## config.mk

```make
export PLATFORM = sky130hd
export DESIGN_NAME = i2c_mm_monitor
export DESIGN_NICKNAME = d
export VERILOG_FILES = /design/src/rtl/i2c_mm_monitor.sv
export SDC_FILE = /design/constraint.sdc
export NUM_CORES = 1
export LEC_CHECK = 0
export ABC_AREA = 1
export BUFFER_PORTS_ARGS = -buffer_cell sky130_fd_sc_hd__clkbuf_2
export CAP_MARGIN = 20
export CORE_AREA = 3 3 40 42
export CTS_BUF_LIST = sky130_fd_sc_hd__clkbuf_4 sky130_fd_sc_hd__clkbuf_8
export DETAILED_ROUTE_END_ITERATION = 6
export DIE_AREA = 0 0 43 45
export GPL_TIMING_DRIVEN = 1
export PLACE_DENSITY = 0.62
export SLEW_MARGIN = 10
export SYNTH_ARGS = -nofsm -noshare
export SYNTH_HDL_FRONTEND = slang
export SYNTH_SLANG_ARGS = --single-unit
export TNS_END_PERCENT = 20
```

## constraint.sdc

```tcl
create_clock -name clk -period 0.9 [get_ports clk]
set_input_delay 0.18 -clock clk [delete_from_list [all_inputs] [get_ports clk]]
set_output_delay 0.18 -clock clk [all_outputs]
set_load 0.02 [all_outputs]
```

## src/rtl/i2c_mm_monitor.sv

```systemverilog
module i2c_mm_monitor #(
  parameter int PHASE_W = 3,
  parameter int CHK_LO  = 1,
  parameter int CHK_HI  = 5
) (
  input  logic               clk,
  input  logic               rst_n,
  input  logic               enable,
  input  logic               scl_in,
  input  logic               sda_in,
  input  logic               sda_intent,
  input  logic [PHASE_W-1:0] phase,
  input  logic               irq_en,
  input  logic               clr_collision,
  output logic               start_seen,
  output logic               stop_seen,
  output logic               bus_free,
  output logic               collision,
  output logic               irq,
  output logic               sda_release
);

  logic [2:0] scl_q, sda_q;
  logic scl_hi, start_det, stop_det, chk_phase, mismatch, coll_new;

  always_ff @(posedge clk) begin
    if (!rst_n) begin
      scl_q <= '1;
      sda_q <= '1;
    end else begin
      scl_q <= {scl_q[1:0], scl_in};
      sda_q <= {sda_q[1:0], sda_in};
    end
  end

  assign scl_hi    = scl_q[1] & scl_q[2];
  assign start_det = enable & scl_hi & sda_q[2] & ~sda_q[1];
  assign stop_det  = enable & scl_hi & ~sda_q[2] & sda_q[1];
  assign chk_phase = (int'(phase) >= CHK_LO) && (int'(phase) <= CHK_HI);
  assign mismatch  = enable & chk_phase & sda_intent & scl_q[1] & ~sda_q[1];
  assign coll_new  = mismatch & ~collision;

  always_ff @(posedge clk) begin
    if (!rst_n || !enable) begin
      start_seen <= 1'b0;
      stop_seen  <= 1'b0;
    end else if (start_det) begin
      start_seen <= 1'b1;
      stop_seen  <= 1'b0;
    end else if (stop_det) begin
      start_seen <= 1'b0;
      stop_seen  <= 1'b1;
    end
  end

  always_ff @(posedge clk) begin
    if (!rst_n) begin
      collision <= 1'b0;
      irq       <= 1'b0;
    end else begin
      if (mismatch)           collision <= 1'b1;
      else if (clr_collision) collision <= 1'b0;
      irq <= irq_en & (start_det | stop_det | coll_new);
    end
  end

  assign bus_free    = stop_seen | (~start_seen & ~stop_seen);
  assign sda_release = collision | mismatch;

  p_excl_r3: assert property (@(posedge clk) disable iff (!rst_n)
    !(start_seen && stop_seen));
  p_dis_clear_r2: assert property (@(posedge clk) disable iff (!rst_n)
    !enable |=> (!start_seen && !stop_seen));
  p_start_set_r3: assert property (@(posedge clk) disable iff (!rst_n)
    start_det |=> (start_seen && !stop_seen));
  p_stop_set_r4: assert property (@(posedge clk) disable iff (!rst_n)
    (stop_det && !start_det) |=> (stop_seen && !start_seen));
  p_irq_r6: assert property (@(posedge clk) disable iff (!rst_n)
    (irq_en && (start_det || stop_det)) |=> irq);
  p_irq_off_r6: assert property (@(posedge clk) disable iff (!rst_n)
    !irq_en |=> !irq);
  p_sticky_r8: assert property (@(posedge clk) disable iff (!rst_n)
    (collision && !clr_collision) |=> collision);
  p_release_r9: assert property (@(posedge clk) disable iff (!rst_n)
    collision |-> sda_release);

endmodule

```

==> results of run 1 <==
worst paths after layout:
check,depth (start not counted),start,to
worst max-delay path,6,sda_q[1],sda_release
worst min-delay path,3,scl_in,scl_q[0]
worst max register to register,7,sda_q[1],collision
worst min register to register,2,scl_q[0],scl_q[1]
per-stage QoR:
| stage | instances | TNS, ns | worst slack (ns) | utilization, % | instance area [um2] |
|---|---|---|---|---|---|
| 4_1_cts | 91 | -0.638 | -0.386 | 49.4 | 634 |
| 3_3_place_gp | 86 | -0.259 | -0.105 | 40.1 | 515 |
| 5_1_grt | 93 | -1.41 | -0.440 | 53.1 | 682 |
| 6_report | 93 | -0.928 | -0.365 | 53.1 | 682 |
| 3_5_place_dp | 86 | -0.254 | -0.108 | 40.1 | 515 |
| 2_1_floorplan | 53 | -0.0504 | -0.0504 | - | 399 |
logic make-up after synthesis:
kind of cell / after synthesis / share of synthesized area [%]
AOI/OAI and AO/OA: 5 / 9.75
buffers and inverters: 12 / 11.6
DFF: 10 / 50.3
and+or+nand+nor: 26 / 28.3
power groups by stage:
stage / clock [mW] / combinational, mW / sequential [mW]
global route: 0.432 / 0.117 / 0.461
finish: 0.390 / 0.104 / 0.460
CTS: 0.403 / 0.0940 / 0.461
detailed placement: 0 / 0.0807 / 0.470
global placement: 0 / 0.0803 / 0.470
floorplan: 0 / 0.0411 / 0.472
layer usage:
metal | GRT usage, % | vias up
met5 | 0 | -
li1 | - | 209
met2 | 17.7 | 12
met4 | 3.61 | 0
met1 | 7.86 | 164
met3 | 7.17 | 0
state kept, by name, summed over array words and instances, names as in the netlist:
signal and flops:
collision 1, scl_q 3, stop_seen 1, sda_q 3, start_seen 1, irq 1
area by class of cell:
type	count	area, um2	share of cell area (%)
Sequential cell	10	210	30.8
Timing Repair Buffer	22	184	27.0
Tap cell	15	18.8	2.75
Multi-Input combinational cell	31	191	28.1
Inverter	11	41.3	6.06
Clock buffer	4	36.3	5.32
critical path: stages, from the launching register on:
cell and delay [ns]:
dfxtp_2 0.32, inv_2 0.05, nand2_2 0.06, nor2_4 0.12, nand3_2 0.08, nand2_2 0.09
buf_8 0.11
timing repair:
| action | 4_1_cts | 5_1_grt |
|---|---|---|
| endpoints found under the setup margin | 10 | 10 |
| pin swaps | 2 | 2 |
| setup buffers | 1 | 2 |
| endpoints found under the hold margin | 0 | 0 |
| gates cloned | 0 | 0 |
| gates resized for setup | 21 | 14 |
layout by cell type, fill, tap and decap left out, types with 3 or more instances in the layout:
cell type	netlist	layout
buf_4	0	6
dfxtp_2	0	5
nand2_2	1	6
dfxtp_1	10	4
nand2_1	16	11
clkbuf_2	0	10
buf_8	0	5
nor2_4	0	3
clkbuf_4	0	3
inv_1	11	9
==> key figures, run 1 <==
Floorplanning
  • Core area: ~0.0013 mm2
  • Top Ports: 17
  • Die footprint: 0.00194 mm2
  • Std-Cell Rows: 13
  • Chip width: ~43 um
  • Die Y: ~45 um
  • Initial cell density of the core: about 31%

Timing
  • Worst Max-Slew Pin Slew: 0.195 ns
  • Slew HR: 87.0%
  • Final slew viol count: 0
  • Hold Violations, Final: 0
  • Period utilization: 141%
  • Layout Skew: between 0.001 and 0.0015 ns
  • Worst setup margin: -0.365 ns
  • Min Clock Period, post-route: 1.26 ns
  • Number of setup violations in the final report: 8
  • F_max: 0.791 GHz
  • Hold_ws: 0.0849 ns
  • Setup repair after global routing missed its margin: true

Setup path
  • Critical Path Start Type: flip-flop
  • Critical Path End Type: output pin
  • Worst Path Max Fanout: 2
  • Data required, critical path: about 0.72 ns
  • Arr. time, crit path: around 1.1 ns
  • WS Path Type: reg2out
  • R2r setup slk: -0.15 ns

Clock network
  • Max clock buf depth: 2
  • Clock latency on the worst-skew pair: roughly 0.26 ns
  • CTS Buf Count: 3
  • Clk sinks: 10
  • Cts hold-fix bufs: 0
  • H-tree levels: 1
  • CTS tree: built
  • CTS Root Cell: clkbuf_4
  • CTS clk-pin slew, worst paths: approximately 0.06 ns

Power
  • Final total power: 955 uW
  • Pwr/cell area: roughly 1400 mW/mm2
  • Switching power: ~200 uW
  • VDD IR-drop max: about 1000 uV
  • Gate power share: between 10% and 20%
  • Leak Pwr: about 0.34 nW
  • P_int: between 700 and 800 uW
  • Sw Share: 21.3%
  • Seq pwr share: around half
  • Share of total power in the clock network: between 40% and 50%

Route
  • Max Used Layer: met3
  • DR DRC count: 0
  • DRT met1 WL: around 280 um
  • DR vias/cell: 4.14
  • Post-DRT Antenna Nets: 0
  • Met2 wire length: ~450 um
  • DR WL/cell: slightly below 9 um
  • WL met3: between 70 and 80 um
  • Pre-antenna DRT Iters: 2
  • DR vias: 385
  • Iter 0 DRT Violations: 2
  • Routed WL: 804 um

Synthesis
  • Synth cell count leaders: nand2_1 (16), inv_1 (11), dfxtp_1 (10)
  • Syn Nets: 64
  • Main synth FF type: dfxtp_1
  • Post-synthesis cell type count: 14
  • YS warnings: 0
  • Number of flops mapped to enable cells by yosys: 0
  • Post-synthesis sequential area ratio: about half
  • Area contributors post-synth: dfxtp_1 (50%), nand2_1 (15%), inv_1 (10%), a21oi_2 (4.4%), nor2_2 (3.1%)
  • Yosys top cell by area: dfxtp_1
  • Asr flop ratio synth: 0%
  • #FFs+latches synth: 10
  • Syn Inst Count: between 50 and 60
  • Cell area after synthesis: approximately 400 um2
  • Avg Inst Size Synth: 7.51 um2
  • Most frequent cell after synthesis: nand2_1
  • Yosys top cell area share: between 50% and 60%

Global route
  • Pin count of the biggest net entering global routing: 11
  • Vias in the first global route: between 300 and 400
  • Global route overflow: 0
  • First-pass GRT wire length: between 1000 and 1500 um
  • Initial antenna violation count: 0
  • Global-route usage over all layers: under 10%

Flow run
  • Max cap viols: 0

Placed design
  • Port bufs: 16
  • Placer Congestion: ~0.63
  • HPWL Detailed: roughly 540 um

Status
  • Failing checks: setup timing
  • Status: finished with violations

Cells and area
  • Nets@finish: 90
  • Share of cells above drive strength 1: 62.8%
  • Antenna Cells: 0
  • Fill cells: 128
  • Area growth, synth to finish: 71.4%

Worst hold path
  • Hold Crit Class: in2reg
No activity file was read; power rests on OpenSTA's default activity.
==> inputs of run 2 (changes only) <==
==> constraint.sdc (replaced) <==
create_clock -name clk -period 0.9 [get_ports clk]
set_input_delay 0.045 -clock clk [delete_from_list [all_inputs] [get_ports clk]]
set_output_delay 0.045 -clock clk [all_outputs]
set_load 0.02 [all_outputs]
==> run 2 against run 1 <==
  * The run still ends with setup timing left
  * Total power barely moved
  * Wire length rose by 9.5%
  * Die area did not move
  * Sequential share of layout area rose by 1.6 points
  * Combinational power fell by 4%
  * Via count fell by 0.52%
  * Setup slack improved by 0.14 ns
  * Clock skew rose by 0.00070 ns
  * Clock-buffer cell count did not move
  * Largest power group unchanged
  * Highest routed layer unchanged
==> key figures, run 2 (same netlist as run 1, synthesis figures left out) <==
Status
  • Status: finished with violations
  • Failing checks: setup timing

Route
  • DR vias: between 300 and 400
  • DR vias/cell: roughly 4
  • Post-DRT Antenna Nets: 0
  • DR WL/cell: 9.36 um
  • Pre-antenna DRT Iters: 2
  • DR DRC count: 0
  • Iter 0 DRT Violations: 2
  • Routed WL: between 800 and 900 um

Timing
  • Worst Max-Slew Pin Slew: about 0.19 ns
  • Min Clock Period, post-route: ~1.1 ns
  • Final slew viol count: 0
  • Hold_ws: 0.0284 ns
  • Number of setup violations in the final report: 4
  • F_max: between 0.8 and 0.9 GHz
  • Hold Violations, Final: 0
  • Period utilization: 125%
  • Setup repair after global routing missed its margin: true
  • Layout Skew: 0.00208 ns
  • Slew HR: 87.5%
  • Worst setup margin: -0.223 ns

Clock network
  • CTS Buf Count: 3
  • Clock latency on the worst-skew pair: roughly 0.26 ns
  • Clk sinks: 10
  • H-tree levels: 1
  • CTS clk-pin slew, worst paths: ~0.070 ns
  • CTS Root Cell: clkbuf_4
  • Max clock buf depth: 2
  • CTS tree: built

Floorplanning
  • Top Ports: 17
  • Std-Cell Rows: 13
  • Initial cell density of the core: 31.0%
  • Die footprint: approximately 0.0019 mm2
  • Chip width: between 40 and 50 um
  • Die Y: around 45 um
  • Core area: approximately 0.0013 mm2

Global route
  • Pin count of the biggest net entering global routing: 11
  • Global route overflow: 0
  • Vias in the first global route: 369
  • Global-route usage over all layers: a little under a tenth
  • Initial antenna violation count: 0
  • First-pass GRT wire length: approximately 1300 um

Cells and area
  • Nets@finish: 91
  • Non-filler cells, final: 94
  • Most frequent cells in the layout: clkbuf_2 (14), nand2_1 (12), inv_1 (9)
  • Commonest non-fill, non-tap cell in the layout: clkbuf_2
  • Fill cells: 126
  • Biggest regs: scl_q (3), sda_q (3)
  • Share of cells above drive strength 1: between 50% and 60%
  • Area growth, synth to finish: 60.1%
  • Util after Layout: roughly half
  • Antenna Cells: 0

Power
  • Switching power: roughly 200 uW
  • Share of total power in the clock network: about two fifths
  • Seq pwr share: roughly half
  • P_int: 751 uW
  • Pwr/cell area: around 1500 mW/mm2
  • Sw Share: 21.4%
  • VDD IR-drop max: approximately 940 uV
  • Leak Pwr: between 0.3 and 0.4 nW
  • Gate power share: between 10% and 20%

Setup path
  • R2R cell count: 6
  • Worst Path Max Fanout: 2
  • Worst path max stage delay: between 0.3 and 0.4 ns
  • Critical path origin: scl_q[1]
  • R2r startpoint: scl_q[1]
  • Critical R2R Capture: collision
  • WS Path Type: reg2out
  • Critical Path Start Type: flip-flop
  • R2r setup slk: -0.15 ns
  • Worst path cell trace: nand2_2, nor2_4, nand3_2, nand2_2, buf_8
  • Critical Path End Type: output pin
  • CP Capture Point: sda_release
  • CP most frequent cell: nand2_2
  • Arr. time, crit path: ~1.1 ns
  • Data required, critical path: ~0.85 ns
  • CP max stage cell: dfxtp_2

Placed design
  • HPWL Detailed: between 500 and 600 um
  • Port bufs: 16
  • Placer Congestion: 0.678
  • Placed cells: 83
  • Placement Setup Slack: -0.0147 ns

Worst hold path
  • Hold Crit Class: in2reg

Flow run
  • Max cap viols: 0
## run 2: changes by cell type in the layout (fill, tap and decap cells not counted), moves of 2 or more
cell | before | now
buf_8 | 5 | 2
nor2_4 | 3 | 1
buf_4 | 6 | 4
dlygate4sd3_1 | 0 | 3
clkbuf_2 | 10 | 14
nor2_2 | 0 | 2
## run 2: worst min-delay path by stage
stage	depth (start not counted)	end	start	slack, ns
3_3_place_gp	3	sda_q[0]	sda_in	0.22
3_5_place_dp	3	sda_q[0]	sda_in	0.22
2_1_floorplan	2	scl_q[0]	scl_in	0.13
6_report	3	start_seen	enable	0.03
5_1_grt	3	collision	clr_collision	0.03
4_1_cts	3	start_seen	enable	0.03
## run 2: critical path, delay by kind of cell, from the launching register on
| kind | cells | cell delay (ns) |
|---|---|---|
| buffers and inverters | 1 | 0.11 |
| DFF | 1 | 0.34 |
| and+or+nand+nor | 4 | 0.38 |
## run 2: what timing repair did
action	4_1_cts	5_1_grt
pin swaps	2	2
hold buffers	3	0
setup endpoints to repair	2	6
resized for setup	12	7
buffers inserted	4	0
hold endpoints to repair	3	0
gates cloned	0	0
## run 2: area by class of cell
cell class,count,area (um2),area share (%)
tap,15,18.8,2.95
clock buffer,4,36.3,5.70
inverter,11,41.3,6.48
timing repair buffer,23,160,25.1
multi-input combinational,31,174,27.3
sequential,10,206,32.4
## run 2: through the flow
step	total power, mW	TNS, ns	cell area, um2
3_3_place_gp	0.543	0	493
6_report	0.955	-0.394	637
5_1_grt	1.01	-0.733	637
4_1_cts	0.968	-0.426	621
2_1_floorplan	0.513	0	399
3_5_place_dp	0.544	-0.0147	493
## run 2: metal layers
metal | share of wire [%] | track usage [%] | vias to the layer above
li1 | - | - | 208
met1 | 36 | 7.09 | 164
met2 | 58 | 18.3 | 11
met3 | 5.9 | 7.17 | 0
met4 | 0 | 1.81 | 0
met5 | 0 | 0 | -
## run 2: power by group through the flow
stage | logic (mW) | registers [mW] | clock network, mW
floorplan | 0.0411 | 0.472 | 0
global placement | 0.0730 | 0.470 | 0
detailed placement | 0.0735 | 0.470 | 0
CTS | 0.0942 | 0.461 | 0.412
global route | 0.111 | 0.463 | 0.438
finish | 0.0997 | 0.462 | 0.394
==> inputs of run 3 (changes only) <==
--- a/config.mk
+++ b/config.mk
@@ -8,12 +8,14 @@
 export ABC_AREA = 1
 export BUFFER_PORTS_ARGS = -buffer_cell sky130_fd_sc_hd__clkbuf_2
 export CAP_MARGIN = 20
+export CELL_PAD_IN_SITES_DETAIL_PLACEMENT = 1
+export CELL_PAD_IN_SITES_GLOBAL_PLACEMENT = 1
 export CORE_AREA = 3 3 40 42
 export CTS_BUF_LIST = sky130_fd_sc_hd__clkbuf_4 sky130_fd_sc_hd__clkbuf_8
 export DETAILED_ROUTE_END_ITERATION = 6
 export DIE_AREA = 0 0 43 45
 export GPL_TIMING_DRIVEN = 1
-export PLACE_DENSITY = 0.62
+export PLACE_DENSITY = 0.81
 export SLEW_MARGIN = 10
 export SYNTH_ARGS = -nofsm -noshare
 export SYNTH_HDL_FRONTEND = slang
==> run 3 against run 2 <==
  * The flow still finishes with violations (setup timing)
  * Global-route usage up 3.9 points
  * Wire length up 24%
  * Sequential power about the same
  * Largest cell class unchanged
==> key figures, run 3 (same netlist as run 1, synthesis figures left out) <==
Status
  • Status: finished with violations
  • Failing checks: setup timing

Timing
  • Worst Max-Slew Pin Slew: 0.201 ns
  • F_max: about 0.88 GHz
  • Hold Violations, Final: 0
  • Setup repair after global routing missed its margin: true
  • Slew HR: roughly 87%
  • Number of setup violations in the final report: 5
  • Hold_ws: roughly 0.022 ns
  • Min Clock Period, post-route: approximately 1.1 ns
  • Period utilization: 127%
  • Layout Skew: roughly 0.0025 ns
  • Final slew viol count: 0
  • Worst setup margin: -0.241 ns

Setup path
  • CP max stage cell: dfxtp_2
  • Critical Path Start Type: flip-flop
  • Critical Path End Type: output pin
  • R2r startpoint: sda_q[1]
  • Critical R2R Capture: collision
  • CP Capture Point: sda_release
  • Data required, critical path: ~0.85 ns
  • WS Path Type: reg2out
  • Critical path origin: sda_q[1]
  • R2R cell count: 7
  • Worst Path Max Fanout: 2
  • R2r setup slk: -0.13 ns
  • Arr. time, crit path: approximately 1.1 ns
  • Worst path max stage delay: 0.33 ns
  • Worst path cell trace: inv_2, nand2_2, nor2_4, nand3_2, nand2_1, clkbuf_8

Worst hold path
  • Hold Crit Class: in2reg

Clock network
  • CTS Buf Count: 3
  • Clk sinks: 10
  • CTS clk-pin slew, worst paths: approximately 0.070 ns
  • CTS tree: built
  • CTS Root Cell: clkbuf_4
  • Max clock buf depth: 2
  • Clock latency on the worst-skew pair: 0.27 ns
  • H-tree levels: 1

Cells and area
  • Share of cells above drive strength 1: a little over half
  • Register area: 206 um2
  • Biggest regs: scl_q (3), sda_q (3)
  • Nets@finish: 91
  • Multi-input gate area: about 170 um2
  • Area growth, synth to finish: 59.7%
  • Antenna Cells: 0
  • Most frequent cells in the layout: nand2_1 (14), clkbuf_2 (14), inv_1 (9)
  • Fill cells: about 170
  • Non-filler cells, final: 94
  • Post-route cell area: ~640 um2

Floorplanning
  • Top Ports: 17
  • Std-Cell Rows: 13
  • Die Y: roughly 45 um
  • Core area: between 0.001 and 0.0015 mm2
  • Initial cell density of the core: between 30% and 40%
  • Die footprint: ~0.0019 mm2
  • Chip width: about 43 um

Global route
  • Initial antenna violation count: 0
  • Vias in the first global route: around 430
  • Global route overflow: 0
  • First-pass GRT wire length: about 1700 um
  • Global-route usage over all layers: about an eighth
  • Pin count of the biggest net entering global routing: 11

Placed design
  • Port bufs: 16
  • Placed Area: just under 500 um2
  • Placed cells: 83
  • Placer Congestion: between 0.6 and 0.7
  • HPWL Detailed: between 700 and 800 um

Route
  • DR vias: 409
  • DR WL/cell: 11.6 um
  • Iter 0 DRT Violations: 1
  • DR vias/cell: between 4 and 5
  • Routed WL: roughly 1100 um
  • DR DRC count: 0
  • Pre-antenna DRT Iters: 2
  • Post-DRT Antenna Nets: 0

Power
  • Switching power: around 220 uW
  • Pwr/cell area: between 1500 and 2000 mW/mm2
  • Sw Share: a little under a quarter
  • Seq pwr share: 47.5%
  • Leak Pwr: between 0.3 and 0.4 nW
  • P_int: ~750 uW
  • Gate power share: 10.7%
  • VDD IR-drop max: about 870 uV
  • Share of total power in the clock network: a little over two fifths

Flow run
  • Max cap viols: 0
## run 3: cell count changes in the layout (fill, tap and decap cells not counted), sizes merged
cell,previous run,this run
buf,6,5
clkbuf,18,19
## run 3: worst min path at each step
| stage | from | endpoint | cells past startpoint |
|---|---|---|---|
| 5_1_grt | enable | start_seen | 3 |
| 3_3_place_gp | sda_in | sda_q[0] | 3 |
| 6_report | enable | start_seen | 3 |
| 4_1_cts | clr_collision | collision | 3 |
| 3_5_place_dp | scl_in | scl_q[0] | 3 |
| 2_1_floorplan | scl_in | scl_q[0] | 2 |
## run 3: power by group through the flow
stage	sequential, mW	combinational (mW)	clock [mW]
3_5_place_dp	0.470	0.0777	0
3_3_place_gp	0.470	0.0740	0
4_1_cts	0.461	0.0969	0.427
5_1_grt	0.463	0.117	0.467
6_report	0.462	0.104	0.407
2_1_floorplan	0.472	0.0411	0
## run 3: layer usage
metal	wire length, um	GRT usage [%]
met1	335	10.0
met3	68	7.17
met2	670	26.9
met5	0	0
met4	17	5.42
## run 3: stage by stage
| stage | power (mW) | TNS (ns) | utilization [%] | setup slack [ns] |
|---|---|---|---|---|
| 3_3_place_gp | 0.544 | 0 | 38.4 | 0.00625 |
| 2_1_floorplan | 0.513 | 0 | - | 0.00305 |
| 6_report | 0.973 | -0.641 | 49.5 | -0.241 |
| 3_5_place_dp | 0.548 | -0.0626 | 38.4 | -0.0626 |
| 5_1_grt | 1.05 | -1.08 | 49.5 | -0.336 |
| 4_1_cts | 0.985 | -0.454 | 47.8 | -0.286 |
## run 3: what timing repair did
action / CTS / global route
endpoints found under the hold margin: 3 / 0
pin swaps: 2 / 5
hold buffers: 3 / 0
buffers inserted: 3 / 1
endpoints found under the setup margin: 3 / 7
gates resized for setup: 12 / 5
## run 3: layout make-up
type | count | area share, %
tap | 15 | 2.95
inverter | 11 | 6.50
multi-input combinational | 31 | 27.4
clock buffer | 4 | 5.71
sequential | 10 | 32.5
timing repair buffer | 23 | 25.0
## run 3: critical path, delay by kind of cell (launching register included)
family                 cells  cell delay [ns]
and+or+nand+nor            4             0.30
buffers and inverters      2             0.20
DFF                        1             0.33
